<file path="config.mk">
export PLATFORM = sky130hd
export DESIGN_NAME = pll_mode_ctrl
export DESIGN_NICKNAME = d
export VERILOG_FILES = /design/src/rtl/pll_mode_pkg.sv /design/src/rtl/pll_hist_timer.sv /design/src/rtl/pll_bw_pick.sv /design/src/rtl/pll_hold_flag.sv /design/src/rtl/pll_mode_ctrl.sv
export SDC_FILE = /design/constraint.sdc
export NUM_CORES = 1
export LEC_CHECK = 0
export ABC_AREA = 1
export BUFFER_PORTS_ARGS = -buffer_cell sky130_fd_sc_hd__buf_2
export CORE_ASPECT_RATIO = 0.8
export CORE_MARGIN = 4
export CORE_UTILIZATION = 30
export DETAILED_ROUTE_END_ITERATION = 10
export GPL_TIMING_DRIVEN = 0
export PLACE_DENSITY = 0.5
export SLEW_MARGIN = 5
export SYNTH_ARGS = -nofsm -noshare
export SYNTH_HDL_FRONTEND = slang
export SYNTH_HIERARCHICAL = 1
export SYNTH_SLANG_ARGS = --single-unit
</file>
<file path="constraint.sdc">
create_clock -name clk -period 6.55 [get_ports clk]
set_input_delay 0.3275 -clock clk [delete_from_list [all_inputs] [get_ports clk]]
set_output_delay 0.3275 -clock clk [all_outputs]
set_load 0.01 [all_outputs]
</file>
<file path="src/rtl/pll_mode_pkg.sv">
package pll_mode_pkg;

    typedef enum logic [1:0] {
        MODE_FREE = 2'b00,
        MODE_ACQ  = 2'b01,
        MODE_LOCK = 2'b10,
        MODE_HOLD = 2'b11
    } mode_e;

    typedef enum logic [1:0] {
        BW_NORMAL = 2'b00,
        BW_FAST   = 2'b01,
        BW_EXIT   = 2'b10
    } bw_e;

    function automatic bw_e exit_decode(input logic [1:0] sel);
        unique case (sel)
            2'b00:   return BW_FAST;
            2'b01:   return BW_EXIT;
            default: return BW_NORMAL;
        endcase
    endfunction

endpackage

</file>
<file path="src/rtl/pll_hist_timer.sv">
module pll_hist_timer #(
    parameter int CODE_W = 5
) (
    input  logic              clk,
    input  logic              rst_n,
    input  logic              tick,
    input  logic              in_valid,
    input  logic [CODE_W-1:0] len_code,
    input  logic [CODE_W-1:0] dly_code,
    output logic              hist_valid
);
    localparam int CNT_W = (1 << CODE_W) + 1;
    localparam logic [CNT_W-1:0] ONE = CNT_W'(1);

    logic [CNT_W-1:0] cnt_q;
    logic [CNT_W-1:0] target;

    // window (2^L - 1) plus delay 2^D, in tick units
    assign target     = ((ONE << len_code) - ONE) + (ONE << dly_code);
    assign hist_valid = (cnt_q >= target);

    always_ff @(posedge clk) begin
        if (!rst_n) begin
            cnt_q <= '0;
        end else if (tick && in_valid && !hist_valid) begin
            cnt_q <= cnt_q + ONE;
        end
    end
endmodule

</file>
<file path="src/rtl/pll_bw_pick.sv">
module pll_bw_pick
    import pll_mode_pkg::*;
(
    input  logic       clk,
    input  logic       rst_n,
    input  mode_e      state_q,
    input  mode_e      state_d,
    input  logic       lol,
    input  logic       fastlock_en,
    input  logic       ramp_bypass,
    input  logic [1:0] exit_bw_sel,
    output logic [1:0] bw_sel
);
    bw_e  bw_q;
    logic exit_q;
    logic lol_q;
    logic moved;
    logic exit_entry;
    bw_e  live_bw;

    assign moved      = (state_q != state_d);
    assign exit_entry = (state_q == MODE_HOLD) && (state_d == MODE_ACQ) && ramp_bypass;
    assign live_bw    = (fastlock_en && lol) ? BW_FAST : BW_NORMAL;

    always_ff @(posedge clk) begin
        if (!rst_n) begin
            bw_q   <= BW_NORMAL;
            exit_q <= 1'b0;
            lol_q  <= 1'b0;
        end else begin
            lol_q <= lol;
            if (moved) begin
                exit_q <= exit_entry;
                bw_q   <= exit_entry ? exit_decode(exit_bw_sel) : live_bw;
            end else if ((lol != lol_q) && !exit_q) begin
                bw_q <= live_bw;
            end
        end
    end

    assign bw_sel = bw_q;
endmodule

</file>
<file path="src/rtl/pll_hold_flag.sv">
module pll_hold_flag (
    input  logic clk,
    input  logic rst_n,
    input  logic hold_stat,
    input  logic flag_clr,
    input  logic irq_mask,
    output logic hold_flag,
    output logic irq
);
    logic flag_q;

    always_ff @(posedge clk) begin
        if (!rst_n) begin
            flag_q <= 1'b0;
        end else if (hold_stat) begin
            flag_q <= 1'b1;
        end else if (flag_clr) begin
            flag_q <= 1'b0;
        end
    end

    assign hold_flag = flag_q;
    assign irq       = flag_q && !irq_mask;
endmodule

</file>
<file path="src/rtl/pll_mode_ctrl.sv">
module pll_mode_ctrl
    import pll_mode_pkg::*;
#(
    parameter int CODE_W = 5
) (
    input  logic              clk,
    input  logic              rst_n,
    input  logic              tick,
    input  logic              in_valid,
    input  logic              phase_locked,
    input  logic              lol,
    input  logic              force_hold,
    input  logic              fastlock_en,
    input  logic              ramp_bypass,
    input  logic [1:0]        exit_bw_sel,
    input  logic [CODE_W-1:0] hist_len_code,
    input  logic [CODE_W-1:0] hist_dly_code,
    input  logic              flag_clr,
    input  logic              irq_mask,
    output logic [1:0]        mode,
    output logic [1:0]        bw_sel,
    output logic              hold_stat,
    output logic              hist_valid,
    output logic              hold_flag,
    output logic              irq
);
    mode_e state_q;
    mode_e state_d;
    mode_e loss_target;

    pll_hist_timer #(.CODE_W(CODE_W)) u_timer (
        .clk       (clk),
        .rst_n     (rst_n),
        .tick      (tick),
        .in_valid  (in_valid),
        .len_code  (hist_len_code),
        .dly_code  (hist_dly_code),
        .hist_valid(hist_valid)
    );

    assign loss_target = hist_valid ? MODE_HOLD : MODE_FREE;

    // state register
    always_ff @(posedge clk) begin
        if (!rst_n) state_q <= MODE_FREE;
        else        state_q <= state_d;
    end

    // next-state
    always_comb begin
        state_d = state_q;
        if (force_hold) begin
            state_d = loss_target;
        end else begin
            unique case (state_q)
                MODE_FREE: if (in_valid) state_d = MODE_ACQ;
                MODE_ACQ: begin
                    if (!in_valid)        state_d = loss_target;
                    else if (phase_locked) state_d = MODE_LOCK;
                end
                MODE_LOCK: if (!in_valid) state_d = loss_target;
                MODE_HOLD: if (in_valid)  state_d = MODE_ACQ;
            endcase
        end
    end

    // outputs
    always_comb begin
        mode      = state_q;
        hold_stat = (state_q == MODE_FREE) || (state_q == MODE_HOLD);
    end

    pll_bw_pick u_bw (
        .clk        (clk),
        .rst_n      (rst_n),
        .state_q    (state_q),
        .state_d    (state_d),
        .lol        (lol),
        .fastlock_en(fastlock_en),
        .ramp_bypass(ramp_bypass),
        .exit_bw_sel(exit_bw_sel),
        .bw_sel     (bw_sel)
    );

    pll_hold_flag u_flag (
        .clk      (clk),
        .rst_n    (rst_n),
        .hold_stat(hold_stat),
        .flag_clr (flag_clr),
        .irq_mask (irq_mask),
        .hold_flag(hold_flag),
        .irq      (irq)
    );
endmodule

</file>
==> results.md <==
Layout:
- The layout-stage area growth over the synthesis result is 9.71%.
- The final antenna diode count is 0.
- Of the cells placed in the final design, the portion with a size suffix greater than 1 is 7.02%.
- The layout has 2424 filler cells.
- The final layout net count is 1248.
- The share of the core filled with cells is 33.4%.
- After the flow finishes, the layout carries non-filler instances totaling 1401.

Outcome:
- The run finished with clean final reports.

Worst setup path:
- The data arrival time of the critical path is 5660 ps.
- The data required time at the worst endpoint is 6780 ps.
- The slowest stage of the critical path is the sky130_fd_sc_hd__clkbuf_1 cell.
- The number of buffers and inverters on the critical path is 5.
- The largest fanout on the critical path is 10.
- The startpoint identified for the worst register-to-register timing path is u_timer/cnt_q[12].
- In this run the worst setup path begins at hist_dly_code[3].
- The critical path is of the input port to register type.
- The worst setup path is captured at a register.
- On the worst path, the slowest cell contributes a delay of 440 ps.
- In this design, the largest share of critical-path delay is due to simple AND/OR/NAND/NOR gates.
- The worst setup path is launched from an input port.
- The cell that appears most often on the critical path is sky130_fd_sc_hd__nand2_1.

Clock tree:
- At the later pin of the worst-skew pair, clock insertion delay measures 290 ps.
- The CTS buffer count is 5.
- Clock tree synthesis found a total of 40 sinks.
- The clock-pin slew on the worst setup and hold paths is 60 ps.
- The longest clock path from root to sink contains 2 buffers.
- The H-tree depth is 2.
- The number of cells upsized or downsized after cts is 0.
- TritonCTS built the clock tree.
- The clock tree root buffer cell is sky130_fd_sc_hd__clkbuf_16.
- Once the clock tree was built, the setup fixing pass inserted 0 buffers.
- The number of buffers inserted for hold repair after clock tree synthesis is 0.

Detailed routing:
- The initial DRC count is 536.
- The detail route stage leaves a number of antenna-violating nets equal to 0.
- Summing over every cut layer, the via total after detailed routing is 7070.
- Using the TritonRoute via totals, the vias-per-cell ratio works out to 5.05.
- The total length of routed wires is 19900 µm.
- For this run, the detailed router's first-pass iteration total came to 5.
- The average wire length per cell after detail routing is 14.2 µm.
- For this run, design rule violations remaining after detail routing come to 0.

Global route:
- The first global-routing pass estimated 32100 µm of wire.
- Entering global routing, the biggest net connects 13 pins.
- The via count of the first global-routing pass is 6351.
- The number of antenna violations at the first check in global routing is 0.
- In the global route stage, overall resource usage came out at 16.1%.
- The final global-route overflow total is 0.

Synth:
- The most common cell in the synthesized netlist is sky130_fd_sc_hd__nand2_1.
- The most used flip-flop cell after synthesis is sky130_fd_sc_hd__dfxtp_1.
- The share of the synthesized area in the top cell type is 18.9%.
- By area the synthesized netlist is led by sky130_fd_sc_hd__ha_1 19%, sky130_fd_sc_hd__nand2_1 15%, sky130_fd_sc_hd__dfxtp_1 12%.
- The count of mapped cells out of synthesis is 1092.
- The library cell occupying the most area in the post-synthesis netlist is sky130_fd_sc_hd__ha_1.
- The number of enable flip-flop cells after synthesis is 0.
- The average size of a mapped cell is 6.02 µm².
- The synthesized net count is 1215.
- In the synthesized netlist the async set-or-reset flop fraction comes to 0%.
- The number of different library cells in the post-synthesis netlist is 40.
- Sequential elements use 12.2% of the synthesized area.
- Counting flops and latches in the post-synthesis netlist gives 40.
- After synthesis, the most frequently instantiated cells are 265 x sky130_fd_sc_hd__nand2_1, 166 x sky130_fd_sc_hd__inv_1, 117 x sky130_fd_sc_hd__nor2_1, 99 x sky130_fd_sc_hd__ha_1, 90 x sky130_fd_sc_hd__nand4_1.
- The total of warnings raised by yosys is 6.
- The summed instance area of the synthesized netlist is 6570 µm².

Floorplanning:
- In this run the horizontal extent of the chip is 173 µm.
- In this run the core area contains 48 standard-cell rows.
- The initial standard-cell utilization of the core is 30.5%.
- From bottom edge to top edge, the die measures 140 µm.
- The I/O pin count is 31.
- After floorplanning, the core was sized to cover 21600 µm².
- The die footprint is 24300 µm².

STA:
- The final cycle utilization of the critical path is 82.8%.
- Static timing analysis puts the maximum clock frequency at 184 MHz.
- The max-slew violation total from the final report was 0.
- Setup violations remaining at the end of the flow were counted as 0.
- The number of endpoints with negative hold slack in the final report is 0.
- The relative slew slack is 44.5%.
- The worst clock skew is 7.87 ps.
- At the pin with the least slew margin, the transition time is 826 ps.
- After routing, the total negative slack on setup checks comes to 0 ps.
- The clock period minus final worst setup slack is 5420 ps.
- Setup repair after global routing left no endpoint under its margin.

Hold path:
- The startpoint identified for the worst hold timing path is lol.
- The type of the tightest min-delay check is input port to register.

Placed design:
- During placement, the flow inserted port buffers numbering 26.
- The final weighted congestion in routability-driven placement is 0.901.
- The number of placed cells counting well taps is 1393.
- After legalization and detailed placement, the total HPWL measured 17000 µm.

Power:
- For this design the ratio of total power to cell area is 132 nW/µm².
- The maximum ir drop on the vdd rail is 0.0728 mV.
- The analysis attributes to cell leakage a power of 3.57 nW.

Run:
- Across the run, the number of max-cap violations was 0.
## kinds of logic after synthesis
| group | share of synthesized area (%) |
|---|---|
| AOI/OAI and AO/OA | 10.3 |
| adders and majority gates | 19.2 |
| buffers and inverters | 12.1 |
| and+or+nand+nor | 41.7 |
| DFF | 12.2 |
| xor gates and xnor gates | 4.53 |
## state kept, by name, indices dropped and copies added, names as in the netlist
name              cells
u_bw/exit_q           1
u_timer/cnt_q        33
u_bw/lol_q            1
u_flag/hold_flag      1
u_bw/bw_sel           2
mode                  2
## worst min-delay path: cells and delay by family
family                 cells  cell delay [ps]
buffers and inverters      2              150
and+or+nand+nor            1               50
## per-layer routing
metal  vias up  share of wire, %  GRT usage, %
li1       3687                 -             -
met4         0              0.28          1.85
met2       188                39          22.6
met1      3189                55          26.0
met5         -                 0             0
met3         6               6.6          2.43
## report_power, final
group          leakage, nW  total (mW)  internal, mW  switching [mW]
clock network       0.0808       0.285         0.179           0.106
registers            0.324       0.251         0.247         0.00429
logic                 3.17       0.418         0.141           0.278
## cells in the final DEF (no fill, tap or decap), types with 18 or more instances in the layout
master	netlist	routed
sky130_fd_sc_hd__inv_1	166	166
sky130_fd_sc_hd__nand2_1	265	265
sky130_fd_sc_hd__xnor2_1	18	18
sky130_fd_sc_hd__buf_2	5	31
sky130_fd_sc_hd__nand3_1	61	61
sky130_fd_sc_hd__o21ai_0	27	27
sky130_fd_sc_hd__nand4_1	90	90
sky130_fd_sc_hd__ha_1	99	99
sky130_fd_sc_hd__clkbuf_1	20	21
sky130_fd_sc_hd__a21oi_1	78	78
sky130_fd_sc_hd__nor2_1	117	117
sky130_fd_sc_hd__dfxtp_1	40	40
## through the flow
step | worst slack [ps] | hold WS (ps) | power [mW] | instance area [µm²]
after CTS | 1260 | 257 | 0.957 | 7210
after global routing | 665 | 300 | 1.03 | 7210
after global placement | 955 | 456 | 0.667 | 7040
after floorplan | 1900 | 421 | 0.561 | 6570
after detailed placement | 981 | 454 | 0.669 | 7040
final | 1130 | 262 | 0.955 | 7210
## final timing paths
kind,endpoint,slack (ps),cells after the start
min reg2reg,u_bw/exit_q,460,2
max,u_bw/bw_sel[0],1130,37
max reg2reg,u_bw/bw_sel[0],3780,22
min,u_bw/lol_q,260,3
## area by class of cell
| type | count | area (µm²) | area share, % |
|---|---|---|---|
| clock buffer | 6 | 129 | 1.79 |
| clock inverter | 2 | 35.0 | 0.486 |
| sequential | 40 | 801 | 11.1 |
| tap | 275 | 344 | 4.77 |
| buffer | 31 | 160 | 2.22 |
| timing repair buffer | 26 | 130 | 1.81 |
| inverter | 170 | 638 | 8.85 |
| multi-input combinational | 851 | 4970 | 69.0 |
Power figures use the tool's default switching activity.
